## config.mk

```make
export PLATFORM = sky130hd
export DESIGN_NAME = sram_seq_ctrl
export DESIGN_NICKNAME = d
export VERILOG_FILES = /design/src/rtl/sram_ctl_pkg.sv /design/src/rtl/sram_rst_sync.sv /design/src/rtl/sram_phase_timer.sv /design/src/rtl/sram_ctl_fsm.sv /design/src/rtl/sram_pin_io.sv /design/src/rtl/sram_seq_ctrl.sv
export SDC_FILE = /design/constraint.sdc
export NUM_CORES = 1
export LEC_CHECK = 0
export ABC_AREA = 1
export BUFFER_PORTS_ARGS = -buffer_cell sky130_fd_sc_hd__buf_2
export CELL_PAD_IN_SITES_DETAIL_PLACEMENT = 0
export CELL_PAD_IN_SITES_GLOBAL_PLACEMENT = 1
export CORE_ASPECT_RATIO = 1.75
export CORE_MARGIN = 4
export CORE_UTILIZATION = 33
export CTS_CLUSTER_SIZE = 10
export DETAILED_ROUTE_END_ITERATION = 8
export PLACE_DENSITY = 0.74
export SYNTH_ARGS = -nofsm -noshare
export SYNTH_HDL_FRONTEND = slang
export SYNTH_SLANG_ARGS = --single-unit
```

## constraint.sdc

```tcl
create_clock -name clk -period 1.4 [get_ports clk]
set_input_delay 0.35 -clock clk [delete_from_list [all_inputs] [get_ports clk]]
set_output_delay 0.35 -clock clk [all_outputs]
set_load 0.01 [all_outputs]
```

## src/rtl/sram_ctl_pkg.sv

```systemverilog
package sram_ctl_pkg;

  typedef enum logic [2:0] {
    ST_IDLE    = 3'd0,
    ST_TURN    = 3'd1,
    ST_READ    = 3'd2,
    ST_WRITE   = 3'd3,
    ST_RECOVER = 3'd4
  } ctl_state_e;

  // Nanosecond minimums of one speed grade
  typedef struct packed {
    int unsigned rd_cycle;
    int unsigned rd_access;
    int unsigned oe_access;
    int unsigned wr_cycle;
    int unsigned we_pulse;
    int unsigned sel_to_end;
    int unsigned data_setup;
    int unsigned float_ns;
  } grade_ns_t;

  // Clock counts of each phase
  typedef struct packed {
    int unsigned rd;
    int unsigned wp;
    int unsigned rec;
    int unsigned ta;
  } phase_clk_t;

  function automatic int unsigned max2(input int unsigned a, input int unsigned b);
    return (a > b) ? a : b;
  endfunction

  function automatic int unsigned ns_to_clk(input int unsigned ns, input int unsigned period);
    int unsigned c;
    c = (ns + period - 1) / period;
    if (c == 0) c = 1;
    return c;
  endfunction

  function automatic grade_ns_t grade_ns(input int unsigned grade);
    grade_ns_t t;
    if (grade == 0) begin
      t.rd_cycle   = 55;
      t.rd_access  = 55;
      t.oe_access  = 25;
      t.wr_cycle   = 55;
      t.we_pulse   = 40;
      t.sel_to_end = 45;
      t.data_setup = 25;
      t.float_ns   = 20;
    end else begin
      t.rd_cycle   = 70;
      t.rd_access  = 70;
      t.oe_access  = 35;
      t.wr_cycle   = 70;
      t.we_pulse   = 50;
      t.sel_to_end = 60;
      t.data_setup = 30;
      t.float_ns   = 25;
    end
    return t;
  endfunction

  function automatic phase_clk_t phase_clocks(input int unsigned grade, input int unsigned period);
    grade_ns_t   t;
    phase_clk_t  p;
    int unsigned wc;
    t    = grade_ns(grade);
    p.rd = ns_to_clk(max2(max2(t.rd_cycle, t.rd_access), t.oe_access), period);
    p.wp = ns_to_clk(max2(max2(t.we_pulse, t.sel_to_end), t.data_setup), period);
    wc   = ns_to_clk(t.wr_cycle, period);
    p.rec = (wc > p.wp) ? (wc - p.wp) : 1;
    p.ta = ns_to_clk(t.float_ns, period);
    return p;
  endfunction

endpackage

```

## src/rtl/sram_rst_sync.sv

```systemverilog
module sram_rst_sync (
  input  logic clk,
  input  logic rst_n,
  output logic rst_sync_n
);
  logic [1:0] sync_q;

  always_ff @(posedge clk or negedge rst_n) begin
    if (!rst_n) sync_q <= 2'b00;
    else        sync_q <= {sync_q[0], 1'b1};
  end

  assign rst_sync_n = sync_q[1];
endmodule

```

## src/rtl/sram_phase_timer.sv

```systemverilog
module sram_phase_timer #(
  parameter int unsigned CNT_W = 2
) (
  input  logic             clk,
  input  logic             rst_n,
  input  logic             load,
  input  logic [CNT_W-1:0] load_val,
  output logic             expired
);
  logic [CNT_W-1:0] cnt_q;
  logic [CNT_W-1:0] cnt_d;
  logic             cnt_en;

  assign cnt_en = load | (cnt_q != '0);

  always_comb begin
    if (load) cnt_d = load_val;
    else      cnt_d = cnt_q - 1'b1;
  end

  always_ff @(posedge clk or negedge rst_n) begin
    if (!rst_n)      cnt_q <= '0;
    else if (cnt_en) cnt_q <= cnt_d;
  end

  assign expired = (cnt_q == '0);
endmodule

```

## src/rtl/sram_ctl_fsm.sv

```systemverilog
module sram_ctl_fsm
  import sram_ctl_pkg::*;
#(
  parameter int unsigned CNT_W   = 2,
  parameter int unsigned RD_CLK  = 3,
  parameter int unsigned WP_CLK  = 3,
  parameter int unsigned REC_CLK = 1,
  parameter int unsigned TA_CLK  = 1
) (
  input  logic             clk,
  input  logic             rst_n,
  input  logic             req_valid,
  input  logic             req_wr,
  input  logic             expired,
  output ctl_state_e       state_d,
  output logic             req_ready,
  output logic             timer_load,
  output logic [CNT_W-1:0] timer_val,
  output logic             capture
);
  ctl_state_e st_q;
  ctl_state_e st_d;
  logic       hot_q;
  logic       hot_d;

  // next state
  always_comb begin
    st_d = st_q;
    unique case (st_q)
      ST_IDLE:    if (req_valid) st_d = req_wr ? (hot_q ? ST_TURN : ST_WRITE) : ST_READ;
      ST_TURN:    if (expired)   st_d = ST_WRITE;
      ST_READ:    if (expired)   st_d = ST_IDLE;
      ST_WRITE:   if (expired)   st_d = ST_RECOVER;
      ST_RECOVER: if (expired)   st_d = ST_IDLE;
      default:                   st_d = ST_IDLE;
    endcase
  end

  // bus may still be driven by the memory after a read
  always_comb begin
    hot_d = hot_q;
    if (st_q == ST_READ && expired)      hot_d = 1'b1;
    else if (st_q == ST_TURN && expired) hot_d = 1'b0;
  end

  always_comb begin
    unique case (st_d)
      ST_TURN:    timer_val = CNT_W'(TA_CLK - 1);
      ST_READ:    timer_val = CNT_W'(RD_CLK - 1);
      ST_WRITE:   timer_val = CNT_W'(WP_CLK - 1);
      ST_RECOVER: timer_val = CNT_W'(REC_CLK - 1);
      default:    timer_val = '0;
    endcase
  end

  always_ff @(posedge clk or negedge rst_n) begin
    if (!rst_n) begin
      st_q  <= ST_IDLE;
      hot_q <= 1'b0;
    end else begin
      st_q  <= st_d;
      hot_q <= hot_d;
    end
  end

  assign state_d    = st_d;
  assign timer_load = (st_d != st_q);
  assign req_ready  = (st_q == ST_IDLE);
  assign capture    = (st_q == ST_READ) && expired;
endmodule

```

## src/rtl/sram_pin_io.sv

```systemverilog
module sram_pin_io
  import sram_ctl_pkg::*;
#(
  parameter int unsigned ADDR_W = 18,
  parameter int unsigned DATA_W = 8
) (
  input  logic              clk,
  input  logic              rst_n,
  input  logic              fire,
  input  logic [ADDR_W-1:0] req_addr,
  input  logic [DATA_W-1:0] req_wdata,
  input  ctl_state_e        state_d,
  input  logic              capture,
  input  logic [DATA_W-1:0] mem_dq_in,
  output logic [ADDR_W-1:0] mem_addr,
  output logic              mem_sel_n,
  output logic              mem_sel,
  output logic              mem_we_n,
  output logic              mem_oe_n,
  output logic [DATA_W-1:0] mem_dq_out,
  output logic              mem_dq_oe,
  output logic              rsp_valid,
  output logic [DATA_W-1:0] rsp_rdata
);
  logic sel_d;
  logic wr_d;
  logic rd_d;

  assign rd_d  = (state_d == ST_READ);
  assign wr_d  = (state_d == ST_WRITE);
  assign sel_d = rd_d | wr_d;

  // strobes registered from next state: glitch-free pins
  always_ff @(posedge clk or negedge rst_n) begin
    if (!rst_n) begin
      mem_sel_n <= 1'b1;
      mem_sel   <= 1'b0;
      mem_we_n  <= 1'b1;
      mem_oe_n  <= 1'b1;
      mem_dq_oe <= 1'b0;
    end else begin
      mem_sel_n <= ~sel_d;
      mem_sel   <= sel_d;
      mem_we_n  <= ~wr_d;
      mem_oe_n  <= ~rd_d;
      mem_dq_oe <= wr_d;
    end
  end

  // request fields held for the whole cycle
  always_ff @(posedge clk or negedge rst_n) begin
    if (!rst_n) begin
      mem_addr   <= '0;
      mem_dq_out <= '0;
    end else if (fire) begin
      mem_addr   <= req_addr;
      mem_dq_out <= req_wdata;
    end
  end

  always_ff @(posedge clk or negedge rst_n) begin
    if (!rst_n) rsp_valid <= 1'b0;
    else        rsp_valid <= capture;
  end

  always_ff @(posedge clk or negedge rst_n) begin
    if (!rst_n)       rsp_rdata <= '0;
    else if (capture) rsp_rdata <= mem_dq_in;
  end
endmodule

```

## src/rtl/sram_seq_ctrl.sv

```systemverilog
module sram_seq_ctrl
  import sram_ctl_pkg::*;
#(
  parameter int unsigned CLK_PERIOD_NS = 20,
  parameter int unsigned SPEED_GRADE   = 0,
  parameter int unsigned ADDR_W        = 18,
  parameter int unsigned DATA_W        = 8
) (
  input  logic              clk,
  input  logic              rst_n,
  input  logic              req_valid,
  output logic              req_ready,
  input  logic [ADDR_W-1:0] req_addr,
  input  logic              req_wr,
  input  logic [DATA_W-1:0] req_wdata,
  output logic              rsp_valid,
  output logic [DATA_W-1:0] rsp_rdata,
  output logic [ADDR_W-1:0] mem_addr,
  output logic              mem_sel_n,
  output logic              mem_sel,
  output logic              mem_we_n,
  output logic              mem_oe_n,
  output logic [DATA_W-1:0] mem_dq_out,
  output logic              mem_dq_oe,
  input  logic [DATA_W-1:0] mem_dq_in
);
  localparam phase_clk_t  PH      = phase_clocks(SPEED_GRADE, CLK_PERIOD_NS);
  localparam int unsigned LONGEST = max2(max2(PH.rd, PH.wp), max2(PH.rec, PH.ta));
  localparam int unsigned CNT_W   = (LONGEST < 2) ? 1 : $clog2(LONGEST);

  logic             rst_int_n;
  logic             expired;
  logic             timer_load;
  logic [CNT_W-1:0] timer_val;
  logic             capture;
  logic             fire;
  ctl_state_e       state_d;

  sram_rst_sync u_rst (
    .clk        (clk),
    .rst_n      (rst_n),
    .rst_sync_n (rst_int_n)
  );

  sram_phase_timer #(.CNT_W(CNT_W)) u_timer (
    .clk      (clk),
    .rst_n    (rst_int_n),
    .load     (timer_load),
    .load_val (timer_val),
    .expired  (expired)
  );

  sram_ctl_fsm #(
    .CNT_W   (CNT_W),
    .RD_CLK  (PH.rd),
    .WP_CLK  (PH.wp),
    .REC_CLK (PH.rec),
    .TA_CLK  (PH.ta)
  ) u_fsm (
    .clk        (clk),
    .rst_n      (rst_int_n),
    .req_valid  (req_valid),
    .req_wr     (req_wr),
    .expired    (expired),
    .state_d    (state_d),
    .req_ready  (req_ready),
    .timer_load (timer_load),
    .timer_val  (timer_val),
    .capture    (capture)
  );

  assign fire = req_valid & req_ready;

  sram_pin_io #(.ADDR_W(ADDR_W), .DATA_W(DATA_W)) u_io (
    .clk        (clk),
    .rst_n      (rst_int_n),
    .fire       (fire),
    .req_addr   (req_addr),
    .req_wdata  (req_wdata),
    .state_d    (state_d),
    .capture    (capture),
    .mem_dq_in  (mem_dq_in),
    .mem_addr   (mem_addr),
    .mem_sel_n  (mem_sel_n),
    .mem_sel    (mem_sel),
    .mem_we_n   (mem_we_n),
    .mem_oe_n   (mem_oe_n),
    .mem_dq_out (mem_dq_out),
    .mem_dq_oe  (mem_dq_oe),
    .rsp_valid  (rsp_valid),
    .rsp_rdata  (rsp_rdata)
  );
endmodule

```

==> flow_metrics.env <==
export IMPL_placed_cells=316
export IMPL_syn_area_um2=1980
export IMPL_clock_latency_ns=0.30
export IMPL_cts_buffer_depth=2
export IMPL_drv_cap=0
export IMPL_cts_tree="built"
export IMPL_reg2regPathDepth=7
export IMPL_drc=0
export IMPL_synth_cell_types=22
export IMPL_drtPass1Iterations=4
export IMPL_period_share_pct=101
export IMPL_min_period_ns=1.41
export IMPL_dpl_worst_slack_ns=-0.0255
export IMPL_worstSetupStartpointType="register"
export IMPL_area_growth_pct=37.0
export IMPL_hold_viol=0
export IMPL_vias=1421
export IMPL_synth_cells=157
export IMPL_holdWs_ns=0.150
export IMPL_end_kind="register"
export IMPL_antenna_found_initial=0
export IMPL_r2r_end="u_io.mem_addr[13]$_DFFE_PN0P_"
export IMPL_cp_required_ns=1.58
export IMPL_regToRegStartpoint="u_fsm.st_q[0]$_DFF_PN0_"
export IMPL_setup_tns_ns=-0.128
export IMPL_fin_cells=331
export IMPL_rsz0062_at_grt="true"
export IMPL_max_freq_mhz=708
export IMPL_cts_made_buffers=5
export IMPL_num_rows=37
export IMPL_p_leak_uw=0.00148
export IMPL_violations="negative setup slack"
export IMPL_cts_num_sinks=48
export IMPL_crit_fanout=13
export IMPL_cellPowerDensity_nw_per_um2=2370
export IMPL_finalSetupViolCount=16
export IMPL_die_x_um=66.5
export IMPL_synth_nets=196
export IMPL_viasPerCell=4.29
export IMPL_gr_total_overflow=0
export IMPL_die_area_um2=7340
export IMPL_grt_pass1_vias=1413
export IMPL_ir_drop_uv=755
export IMPL_drtAntennaViolNets=0
export IMPL_seq_area_frac_synth_pct=61.0
export IMPL_ctsRootBufferMaster="clkbuf_8"
export IMPL_ys_warn_count=0
export IMPL_synth_seq_cells=48
export IMPL_clk_pin_slew_ns=0.09
export IMPL_status="finished with violations"
export IMPL_start_util_pct=33.9
export IMPL_routed_wl_um=4160
export IMPL_avgRoutedWirePerCell_um=12.6
export IMPL_dieHeight_um=110
export IMPL_drv_slew=0
export IMPL_grt_max_degree=37
export IMPL_num_antenna_cells=0
export IMPL_grt_first_pass_wirelength_um=6350
export IMPL_portBuffers=78
export IMPL_regToRegSetupSlack_ns=-0.01
export IMPL_setup_slack_ns=-0.0133
export IMPL_synth_area_per_cell_um2=12.6
export IMPL_grt_usage_pct=11.6
export IMPL_coreArea_um2=5830
export IMPL_fin_worst_skew_ns=0.00766
export IMPL_nets=291
export IMPL_io_pins=79
export IMPL_gp_congestion=0.792
export IMPL_ctsHtreeMaxLevel=2
export IMPL_drive_gt1_share_pct=55.3
export IMPL_hp_class="register to async pin"
export IMPL_place_hpwl_um=3020
export IMPL_drt_iter0_drc=73
export IMPL_cp_arrival_ns=1.60
export IMPL_crit_type="register to register"
==> layer usage <==
metal  up-vias  GRT usage, %  routed length [µm]
li1        687             -                   -
met1       676          12.5                1550
met2        49          20.2                2260
met3         9          3.25                 253
met4         0          6.25                 102
met5         -             0                   0
==> synthesized netlist by cell type (all sizes together) <==
cell,count,share of area [%]
dfstp,3,4.0
nand2,43,8.7
nor2,6,1.5
nand4,1,0.32
xor2,1,0.44
mux2,26,19
inv,17,3.2
dfrtp,45,57
ha,1,0.63
conb,1,0.19
o21ai,2,0.51
nor3,1,0.51
buf,3,2.4
nand3,4,1.0
a21oi,3,0.95
==> layout by cell type (no fill, tap or decap) <==
cell           instances
mux2_4                20
nand2_2                3
nor2_1                 4
dfrtp_1               43
buf_12                 2
inv_1                 14
o21ai_0                2
clkbuf_16              1
nand2_8                1
buf_6                  2
ha_4                   1
dlygate4sd3_1          1
a21oi_2                2
buf_4                  7
dfstp_2                3
nor2_4                 1
conb_1                 1
nor3_4                 1
inv_2                  3
dfrtp_2                2
nor2_2                 1
clkbuf_1               2
buf_8                  1
nand2_1               39
nand4_1                1
a21oi_1                1
xor2_1                 1
mux2_2                 6
nand3_1                4
buf_2                 77
clkbuf_8               6
==> critical path, stage by stage (launching register included) <==
cell	delay [ns]
dfrtp_1	0.40
inv_2	0.07
nand2_2	0.06
nor2_4	0.11
buf_6	0.13
nand2_8	0.06
buf_12	0.16
mux2_4	0.30
==> sequential cells by signal (all words and copies together) (netlist names) <==
name,cells
u_io.rsp_valid,1
u_fsm.hot_q,1
u_fsm.st_q,3
u_timer.cnt_q,2
u_io.mem_dq_oe,1
u_io.mem_sel_n,1
u_io.rsp_rdata,8
u_io.mem_we_n,1
u_io.mem_oe_n,1
u_io.mem_addr,18
u_rst.sync_q,2
u_io.mem_dq_out,8
u_io.mem_sel,1
==> report_power, final <==
part / internal, µW / leakage (µW) / switching, µW
clock: 403 / 0.0000455 / 435
combinational: 1660 / 0.000862 / 1520
sequential: 2070 / 0.000571 / 318
total: 4130 / 0.00148 / 2270
==> how the worst max path moves through the flow <==
| stage | start | cells past startpoint | slack (ns) | to |
|---|---|---|---|---|
| final | u_fsm.st_q[0]$_DFF_PN0_ | 7 | -0.01 | u_io.mem_addr[13]$_DFFE_PN0P_ |
| after global routing | u_fsm.st_q[0]$_DFF_PN0_ | 4 | -0.08 | req_ready |
| after CTS | u_fsm.st_q[1]$_DFF_PN0_ | 4 | -0.01 | req_ready |
| after detailed placement | u_timer.cnt_q[0]$_DFFE_PN0P_ | 7 | -0.03 | u_io.rsp_rdata[2]$_DFFE_PN0P_ |
| after global placement | u_timer.cnt_q[0]$_DFFE_PN0P_ | 9 | -0.01 | u_timer.cnt_q[1]$_DFFE_PN0P_ |
| after floorplan | u_fsm.st_q[0]$_DFF_PN0_ | 6 | -0.01 | u_io.mem_addr[10]$_DFFE_PN0P_ |
==> cell families (layout without fill, tap and decap cells) <==
family,count (synthesis),count (layout),share of synthesized area [%]
compound gates,5,5,1.46
xor+xnor,1,1,0.443
fa+ha+maj,1,1,0.633
buf+inv,20,116,5.64
flops,48,48,61.0
mux,26,26,18.6
other cells,1,1,0.190
simple gates,55,55,12.0
==> per-stage QoR <==
| step | total power, µW | utilization, % | instance area [µm²] |
|---|---|---|---|
| global route | 6930 | 46.4 | 2710 |
| CTS | 6270 | 44.9 | 2620 |
| global placement | 5270 | 42.8 | 2500 |
| detailed placement | 5320 | 42.8 | 2500 |
| floorplan | 4360 | - | 1990 |
| finish | 6410 | 46.4 | 2710 |
==> timing repair <==
item	in CTS	in global routing
hold buffers	1	0
pin swaps	3	1
endpoints found under the setup margin	12	38
endpoints found under the hold margin	2	0
cloned	0	2
resized for setup	4	6
buffers inserted	1	3
==> layout make-up <==
class,count,area [µm²]
Timing Repair Buffer,91,551
Sequential cell,48,1210
Clock buffer,8,90.1
Tap cell,78,97.6
Multi-Input combinational cell,89,698
Fill cell,592,3130
Inverter,17,63.8
(Power assumes the default switching activity.)
